--- src/rtl/unlock_pkg.sv ---
package unlock_pkg;

  localparam int STEPS  = 6;
  localparam int NCODES = STEPS + 1;

  // Strobes from the datapath to the control.
  typedef struct packed {
    logic done;       // an access completed at this edge
    logic isWrite;    // the completed access was a write
    logic hitNext;    // captured address matches the expected step
    logic hitFirst;   // captured address matches the first code
    logic hitStore;   // captured address matches the save final code
    logic hitRecall;  // captured address matches the restore final code
  } evt_t;

  // Entries 0..4 are the shared prefix, 5 is the save final, 6 is the restore final.
  function automatic logic [15:0] codeAt(input int idx);
    case (idx)
      0:       codeAt = 16'h0E38;
      1:       codeAt = 16'h31C7;
      2:       codeAt = 16'h03E0;
      3:       codeAt = 16'h3C1F;
      4:       codeAt = 16'h303F;
      5:       codeAt = 16'h0FC0;
      6:       codeAt = 16'h0C63;
      default: codeAt = 16'h0000;
    endcase
  endfunction

endpackage

--- src/rtl/unlock_datapath.sv ---
module unlock_datapath
  import unlock_pkg::*;
#(
  parameter int CMP_W  = 14,
  parameter int STEP_W = 3
) (
  input  logic              clk,
  input  logic              rstN,
  input  logic              ceN,
  input  logic              weN,
  input  logic [CMP_W-1:0]  addrLo,
  input  logic [STEP_W-1:0] step,
  output evt_t              evt
);

  logic             ceNq;
  logic [CMP_W-1:0] capAddr;
  logic             capWr;
  logic [NCODES-1:0] hitVec;

  always_ff @(posedge clk) begin
    if (!rstN) begin
      ceNq    <= 1'b1;
      capAddr <= '0;
      capWr   <= 1'b0;
    end else begin
      ceNq <= ceN;
      if (!ceN) begin
        capAddr <= addrLo;
        capWr   <= ceNq ? !weN : (capWr | !weN);
      end
    end
  end

  for (genvar g = 0; g < NCODES; g++) begin : g_cmp
    localparam logic [15:0] CODE = codeAt(g);
    assign hitVec[g] = (capAddr == CODE[CMP_W-1:0]);
  end

  always_comb begin
    evt.done      = !ceNq && ceN;
    evt.isWrite   = capWr;
    evt.hitFirst  = hitVec[0];
    evt.hitStore  = hitVec[STEPS-1];
    evt.hitRecall = hitVec[STEPS];
    evt.hitNext   = 1'b0;
    for (int i = 0; i < STEPS - 1; i++) begin
      if (step == STEP_W'(i)) evt.hitNext = hitVec[i];
    end
  end

endmodule

--- src/rtl/unlock_ctrl.sv ---
module unlock_ctrl
  import unlock_pkg::*;
#(
  parameter int STEP_W = 3
) (
  input  logic              clk,
  input  logic              rstN,
  input  evt_t              evt,
  input  logic              supplyOk,
  input  logic              busy,
  output logic [STEP_W-1:0] step,
  output logic              storeReq,
  output logic              recallReq
);

  localparam logic [STEP_W-1:0] LAST = STEP_W'(STEPS - 1);
  localparam logic [STEP_W-1:0] ONE  = STEP_W'(1);

  always_ff @(posedge clk) begin
    if (!rstN) begin
      step      <= '0;
      storeReq  <= 1'b0;
      recallReq <= 1'b0;
    end else begin
      storeReq  <= 1'b0;
      recallReq <= 1'b0;
      if (busy) begin
        step <= '0;
      end else if (evt.done) begin
        if (evt.isWrite) begin
          step <= '0;
        end else if (step == LAST) begin
          storeReq  <= evt.hitStore && supplyOk;
          recallReq <= evt.hitRecall;
          step      <= evt.hitFirst ? ONE : '0;
        end else if (evt.hitNext) begin
          step <= step + ONE;
        end else begin
          step <= evt.hitFirst ? ONE : '0;
        end
      end
    end
  end

endmodule

--- src/rtl/unlock_seq_detect.sv ---
module unlock_seq_detect
  import unlock_pkg::*;
#(
  parameter int ADDR_W = 15,
  parameter int CMP_W  = 14
) (
  input  logic              clk,
  input  logic              rstN,
  input  logic              ceN,
  input  logic              weN,
  input  logic              oeN,
  input  logic [ADDR_W-1:0] addr,
  input  logic              supplyOk,
  input  logic              busy,
  output logic              storeReq,
  output logic              recallReq
);

  localparam int STEP_W = $clog2(STEPS);

  evt_t              evt;
  logic [STEP_W-1:0] step;

  unlock_datapath #(.CMP_W(CMP_W), .STEP_W(STEP_W)) u_dp (
    .clk    (clk),
    .rstN   (rstN),
    .ceN    (ceN),
    .weN    (weN),
    .addrLo (addr[CMP_W-1:0]),
    .step   (step),
    .evt    (evt)
  );

  unlock_ctrl #(.STEP_W(STEP_W)) u_ctrl (
    .clk       (clk),
    .rstN      (rstN),
    .evt       (evt),
    .supplyOk  (supplyOk),
    .busy      (busy),
    .step      (step),
    .storeReq  (storeReq),
    .recallReq (recallReq)
  );

endmodule

--- config.mk ---
export PLATFORM = sky130hd
export DESIGN_NAME = unlock_seq_detect
export DESIGN_NICKNAME = d
export VERILOG_FILES = /design/src/rtl/unlock_pkg.sv /design/src/rtl/unlock_datapath.sv /design/src/rtl/unlock_ctrl.sv /design/src/rtl/unlock_seq_detect.sv
export SDC_FILE = /design/constraint.sdc
export NUM_CORES = 1
export LEC_CHECK = 0
export CAP_MARGIN = 20
export CORE_ASPECT_RATIO = 1.1
export CORE_MARGIN = 2
export CORE_UTILIZATION = 35
export CTS_BUF_LIST = sky130_fd_sc_hd__clkbuf_4 sky130_fd_sc_hd__clkbuf_8
export CTS_CLUSTER_SIZE = 30
export DETAILED_ROUTE_END_ITERATION = 6
export DONT_BUFFER_PORTS = 1
export GPL_TIMING_DRIVEN = 0
export MAX_ROUTING_LAYER = met4
export PLACE_DENSITY = 0.54
export SLEW_MARGIN = 20
export SYNTH_ARGS = -nofsm -noshare
export SYNTH_HDL_FRONTEND = slang
export SYNTH_SLANG_ARGS = --single-unit
--- constraint.sdc ---
create_clock -name clk -period 2.05 [get_ports clk]
set_clock_uncertainty 0.05 [all_clocks]
set_input_delay 0.41 -clock clk [delete_from_list [all_inputs] [get_ports clk]]
set_output_delay 0.41 -clock clk [all_outputs]
set_load 0.01 [all_outputs]
==> flow_metrics.tcl, run 1 <==
set metrics [dict create \
    grt.met1_usage_pct 15.39 \
    synthesis.area_mm2 0.001191 \
    grt-busiest-layer "met2" \
    final_nets 158 \
    final_util_pct 39.24 \
    drc 0 \
    synthFlopType "dfxtp_1" \
    p_per_area_mw_per_mm2 548.7 \
    clock-sinks 21 \
    wl_per_cell_um 14.77 \
    ir_worst_vdd_uv 333.1 \
    clock_latency_ns 0.30 \
    r2r_setup_slack_ns 0.08 \
    hold_path_class "in2reg" \
    drt-vias-per-instance 5.633 \
    synthDistinctLibCells 36 \
    critPathMaxFanout 6 \
    cap_violations 0 \
    synth_top_cell_area_share_pct 35.29 \
    die_w_um 59.62 \
    critPathSlowestCell "or4_4" \
    tritoncts "yes" \
    drtIter0Drc 21 \
    crit_family "simple AND/OR/NAND/NOR gates" \
    cp_num_cells 6 \
    hold_violations 0 \
    crit_type "reg2reg" \
    ys_warn_count 0 \
    r2r_cells 6 \
    cts_root_buf "clkbuf_4" \
    holdBufCountCts 0 \
    maxSlewViolCount 0 \
    worstHoldPathCells 1 \
    clk_pin_slew_ns 0.12 \
    grt_pass1_wl_um 3988 \
    fin_crit_sh_pct 96.02 \
    synth_area_leaders "dfxtp_1 (35%), mux2i_1 (12%), nor2b_1 (8.4%), ha_1 (5.3%), nand3_1 (2.5%)" \
    finalCriticalPeriod_ns 1.968 \
    maxSlewHeadroom_pct 61.98 \
    initial_utilization_pct 36.06 \
    p_leak_nw 0.4447 \
    final.setup.tns_ns 0 \
    dp_hpwl_um 1927 \
    path_cells "inv_1 > ha_1 > or4_4 > a211oi_4 > a21oi_1 > a211oi_2" \
    grt_pass1_vias 892 \
    gp_congestion 0.8121 \
    cp-end-kind "flip-flop" \
    slowest_delay_ns 0.56 \
    worst_pin_slew_ns 0.5703 \
    antenna_cells 0 \
    drt.antenna.violating_nets 0 \
    synth_area_per_cell_um2 9.529 \
    met2_usage_pct 24.45 \
    vias 935 \
    io_buffers 0 \
    fmax_ghz 0.5080 \
    antenna_found_initial 0 \
    required_ns 2.23 \
    finalSetupViolations 0 \
    syn_to_final_growth_pct 8.823 \
    num_rows 22 \
    rsz0062_at_grt "no" \
    io_pins 24 \
    cp-start-kind "flip-flop" \
    track_usage_pct 14.13 \
    total_power_w 0.0007113 \
    ys_seq_area_share_pct 35.29 \
    grt_max_degree 13 \
    synth_top_area_cell "dfxtp_1" \
    cp_num_buf_inv 1 \
    cts-buffers-inserted 3 \
    cts.htree.levels 1 \
    async_flop_share_pct 0 \
    ys_ff_latch 21 \
    routed_wl_um 2451 \
    met3_usage_pct 3.150 \
    synth_edf_count 0 \
    drive_gt1_share_pct 15.38 \
    yosysMostFrequentCell "dfxtp_1" \
    cts_buffer_depth 2 \
    crit_arrival_ns 2.14 \
    first_pass_iters 4 \
    die_area_mm2 0.003886 \
    grt-ovfl-total 0 \
    die_height_um 65.19 \
    synth_common_cells "dfxtp_1 (21), nor2b_1 (16), mux2i_1 (14)" \
    core_mm2 0.003303 \
    outcome "completed" \
    netlist_instances 125 \
    syn_nets 152 \
]
-- flip-flops by register name (all words and copies together) (netlist names) --
signal and count:
u_ctrl.recallReq 1, u_ctrl.storeReq 1, u_ctrl.step 3, u_dp.capWr 1, u_dp.capAddr 14, u_dp.ceNq 1
-- final cells by class --
type | count | area, µm²
Fill cell | 340 | 2007
Multi-Input combinational cell | 95 | 742.0
Sequential cell | 21 | 421.7
Tap cell | 36 | 45.04
Buffer | 5 | 37.54
Clock buffer | 3 | 22.52
Inverter | 4 | 15.01
Timing Repair Buffer | 1 | 7.507
Clock inverter | 1 | 5.005
-- cell usage in the layout, fill, tap and decap left out, types with 2 or more instances in the layout --
master	netlist	final
nor2_1	5	5
nand2_1	4	4
nand4_1	3	3
nor4_1	2	2
nor2b_1	16	16
nor3_1	2	2
ha_1	5	5
or3_1	2	2
inv_1	4	4
buf_6	2	2
mux2i_1	14	14
nand3b_1	2	2
dfxtp_1	21	20
clkbuf_4	0	3
o22ai_1	2	2
a21oi_1	4	4
o21ai_0	3	3
nand3_1	6	6
nor3b_1	2	2
nor4bb_2	0	2
nand2b_1	4	4
nand4b_1	2	2
o21ai_2	1	2
buf_4	1	2
clkbuf_1	2	2
-- through the flow --
step           hold WS [ns]  std cells  cell area (µm²)  worst slack [ns]
2_1_floorplan        0.4337        125             1191            0.1778
3_3_place_gp         0.4352        161             1236           0.05497
3_5_place_dp         0.4385        161             1236           0.03103
4_1_cts              0.1121        165             1265           0.06373
5_1_grt              0.1056        166             1296          0.008110
6_report             0.1231        166             1296           0.08166
-- power breakdown --
part	internal, W	switching, W	leakage [nW]	total [W]
Clock	0.0000726	0.000124	0.0177	0.000196
Sequential	0.000427	0.0000189	0.173	0.000445
Combinational	0.0000381	0.0000315	0.254	0.0000696
-- kinds of logic (layout without fill, tap and decap cells) --
group	after synthesis	after routing	share of synthesized area (%)
AND/OR/NAND/NOR	59	59	32.56
AO/OA/AOI/OAI	17	17	10.71
adder cells (fa/ha/maj)	5	5	5.252
buffers and inverters	9	14	4.412
multiplexers	14	14	11.76
flip-flops	21	21	35.29
-- path summary, 6_finish.rpt --
path,start,to
worst max-delay path,u_ctrl.step[1],u_ctrl.step[1]
worst max register to register,u_ctrl.step[1],u_ctrl.step[1]
worst min register to register,u_dp.capAddr[1],u_dp.capAddr[1]
worst min-delay path,rstN,u_dp.ceNq
-- metal layers --
layer / wire (µm) / vias up / share of wire [%]
met1: 989 / 448 / 40
met3: 116 / 2 / 4.7
li1: - / 464 / -
met4: 20 / 0 / 0.82
met5: 0 / - / 0
met2: 1324 / 21 / 54
-- what timing repair did --
action                     4_1_cts  5_1_grt
pin swaps                        0        1
gates resized for setup          1        4
setup endpoints to repair        1        3
setup buffers                    0        1
Note: power is estimated with default switching activity, not from simulation.
==> run 2: changes to the inputs <==
CTS_CLUSTER_DIAMETER = 40   (was default)
clock period = 2.1 ns   (was 2.05 ns; I/O delays follow)
==> run 2 against run 1 <==
Effect of this change: critical path depth unchanged; global-route usage unchanged; combinational power down 4.7%; non-clock buffer count down 1; core utilization down 0.57 points; wire length down 3.5%; register-to-register slack better by 0.03 ns; die area unchanged.
==> flow_metrics.tcl, run 2 (synthesized netlist as in run 1, its figures left out) <==
set metrics [dict create \
    finalSetupViolations 0 \
    crit_arrival_ns 2.17 \
    drt.antenna.violating_nets 0 \
    hold_violations 0 \
    cp_num_cells 6 \
    num_rows 22 \
    cts.htree.levels 1 \
    cts-buffers-inserted 3 \
    tritoncts "yes" \
    vias 915 \
    reg2reg_to "u_ctrl.step[1]" \
    maxSlewHeadroom_pct 54.63 \
    swShare_pct 24.47 \
    path_cells "inv_1 > ha_1 > or4_4 > a211oi_2 > a21oi_1 > a211oi_2" \
    critPathSlowestCell "or4_4" \
    r2r_cells 6 \
    critPathLaunch "u_ctrl.step[1]" \
    gp_congestion 0.8121 \
    cp-end-kind "flip-flop" \
    routed_wl_um 2366 \
    p_per_area_mw_per_mm2 542.4 \
    rsz0062_at_grt "yes" \
    intPower_w 0.0005233 \
    core_mm2 0.003303 \
    drc 0 \
    switchingPower_w 0.0001695 \
    finalWorstSetupSlack_ns 0.1078 \
    cap_violations 0 \
    die_height_um 65.19 \
    endpoint "u_ctrl.step[1]" \
    r2r_setup_slack_ns 0.11 \
    final_util_pct 38.67 \
    hold_path_class "in2reg" \
    p_clk_share_pct 27.8 \
    pwr-share-seq_pct 62.7 \
    io_pins 24 \
    drive_gt1_share_pct 13.95 \
    initial_utilization_pct 36.06 \
    clock-sinks 21 \
    worst_pin_slew_ns 0.6715 \
    crit_family "compound AO/OA/AOI/OAI gates" \
    required_ns 2.28 \
    maxSlewViolCount 0 \
    largest_reg_flops 14 \
    cp-start-kind "flip-flop" \
    clk_pin_slew_ns 0.12 \
    die_w_um 59.62 \
    final_common_cell "dfxtp_1" \
    crit_top_cell "a211oi_2" \
    grt_pass1_wl_um 3988 \
    dp_hpwl_um 1927 \
    grt-ovfl-total 0 \
    fin_crit_sh_pct 94.86 \
    final_nets 157 \
    cp_num_buf_inv 1 \
    wl_per_cell_um 14.34 \
    crit_type "reg2reg" \
    largest-register "u_dp.capAddr" \
    antenna_found_initial 0 \
    cts_buffer_depth 2 \
    drtIter0Drc 12 \
    outcome "completed" \
    grt_max_degree 13 \
    die_area_mm2 0.003886 \
    grt_pass1_vias 892 \
    fmax_ghz 0.5020 \
    r2r-start "u_ctrl.step[1]" \
    slowest_delay_ns 0.54 \
    worstHoldPathCells 1 \
    reg_top3 "u_dp.capAddr: 14 flops, u_ctrl.step: 3 flops" \
    most-common-layout-cells "dfxtp_1 (20), nor2b_1 (16), mux2i_1 (14)" \
    p_leak_nw 0.4375 \
    num-fill-cells 338 \
    ir_worst_vdd_uv 326.1 \
    critPathMaxFanout 6 \
    cts_root_buf "clkbuf_4" \
    dp_worst_setup_slack_ns 0.08103 \
    clock_latency_ns 0.30 \
    drt-vias-per-instance 5.545 \
    power_frac_comb_pct 9.6 \
    io_buffers 0 \
    finalCriticalPeriod_ns 1.992 \
    track_usage_pct 14.13 \
    first_pass_iters 4 \
    syn_to_final_growth_pct 7.248 \
    antenna_cells 0 \
]
## run 2: routing by layer
metal / track usage [%] / vias to the layer above / share of wire, %
li1: - / 460 / -
met1: 15.39 / 434 / 41
met5: - / - / 0
met3: 3.150 / 4 / 3.8
met4: 5.833 / 0 / 1.7
met2: 24.45 / 17 / 53
## run 2: per-stage QoR
step	cells	area (µm²)	total power (W)	setup TNS [ns]	hold slack [ns]
after floorplan	125	1191	0.0004956	0	0.4437
after global placement	161	1236	0.0005077	0	0.4452
final	165	1277	0.0006929	0	0.1312
after detailed placement	161	1236	0.0005102	0	0.4485
after CTS	165	1264	0.0007035	0	0.1221
after global routing	165	1277	0.0007372	-0.0004792	0.1156
## run 2: cell type report
class | instances | area, µm² | area share [%]
tap | 36 | 45.04 | 3.526
inverter | 4 | 15.01 | 1.175
sequential | 21 | 421.7 | 33.01
multi-input combinational | 95 | 730.7 | 57.20
clock inverter | 1 | 5.005 | 0.3918
clock buffer | 3 | 22.52 | 1.763
buffer | 5 | 37.54 | 2.938
## run 2: how the worst min path moves through the flow
stage / startpoint / endpoint / slack (ns)
CTS: rstN / u_dp.ceNq / 0.12
detailed placement: rstN / u_dp.ceNq / 0.45
finish: rstN / u_dp.ceNq / 0.13
floorplan: rstN / u_dp.ceNq / 0.44
global route: rstN / u_dp.ceNq / 0.12
global placement: rstN / u_dp.ceNq / 0.45
## run 2: power by group through the flow
| stage | clock, W | combinational (W) | sequential, W |
|---|---|---|---|
| after floorplan | 0 | 0.0000578 | 0.000438 |
| after global placement | 0 | 0.0000648 | 0.000443 |
| after detailed placement | 0 | 0.0000667 | 0.000443 |
| after CTS | 0.000202 | 0.0000667 | 0.000434 |
| after global routing | 0.000225 | 0.0000745 | 0.000438 |
| final | 0.000192 | 0.0000663 | 0.000434 |
## run 2: what timing repair did
action	4_1_cts	5_1_grt
endpoints found under the setup margin	0	3
hold buffers	0	0
resized for setup	0	3
buffers inserted	0	0
hold endpoints to repair	0	0
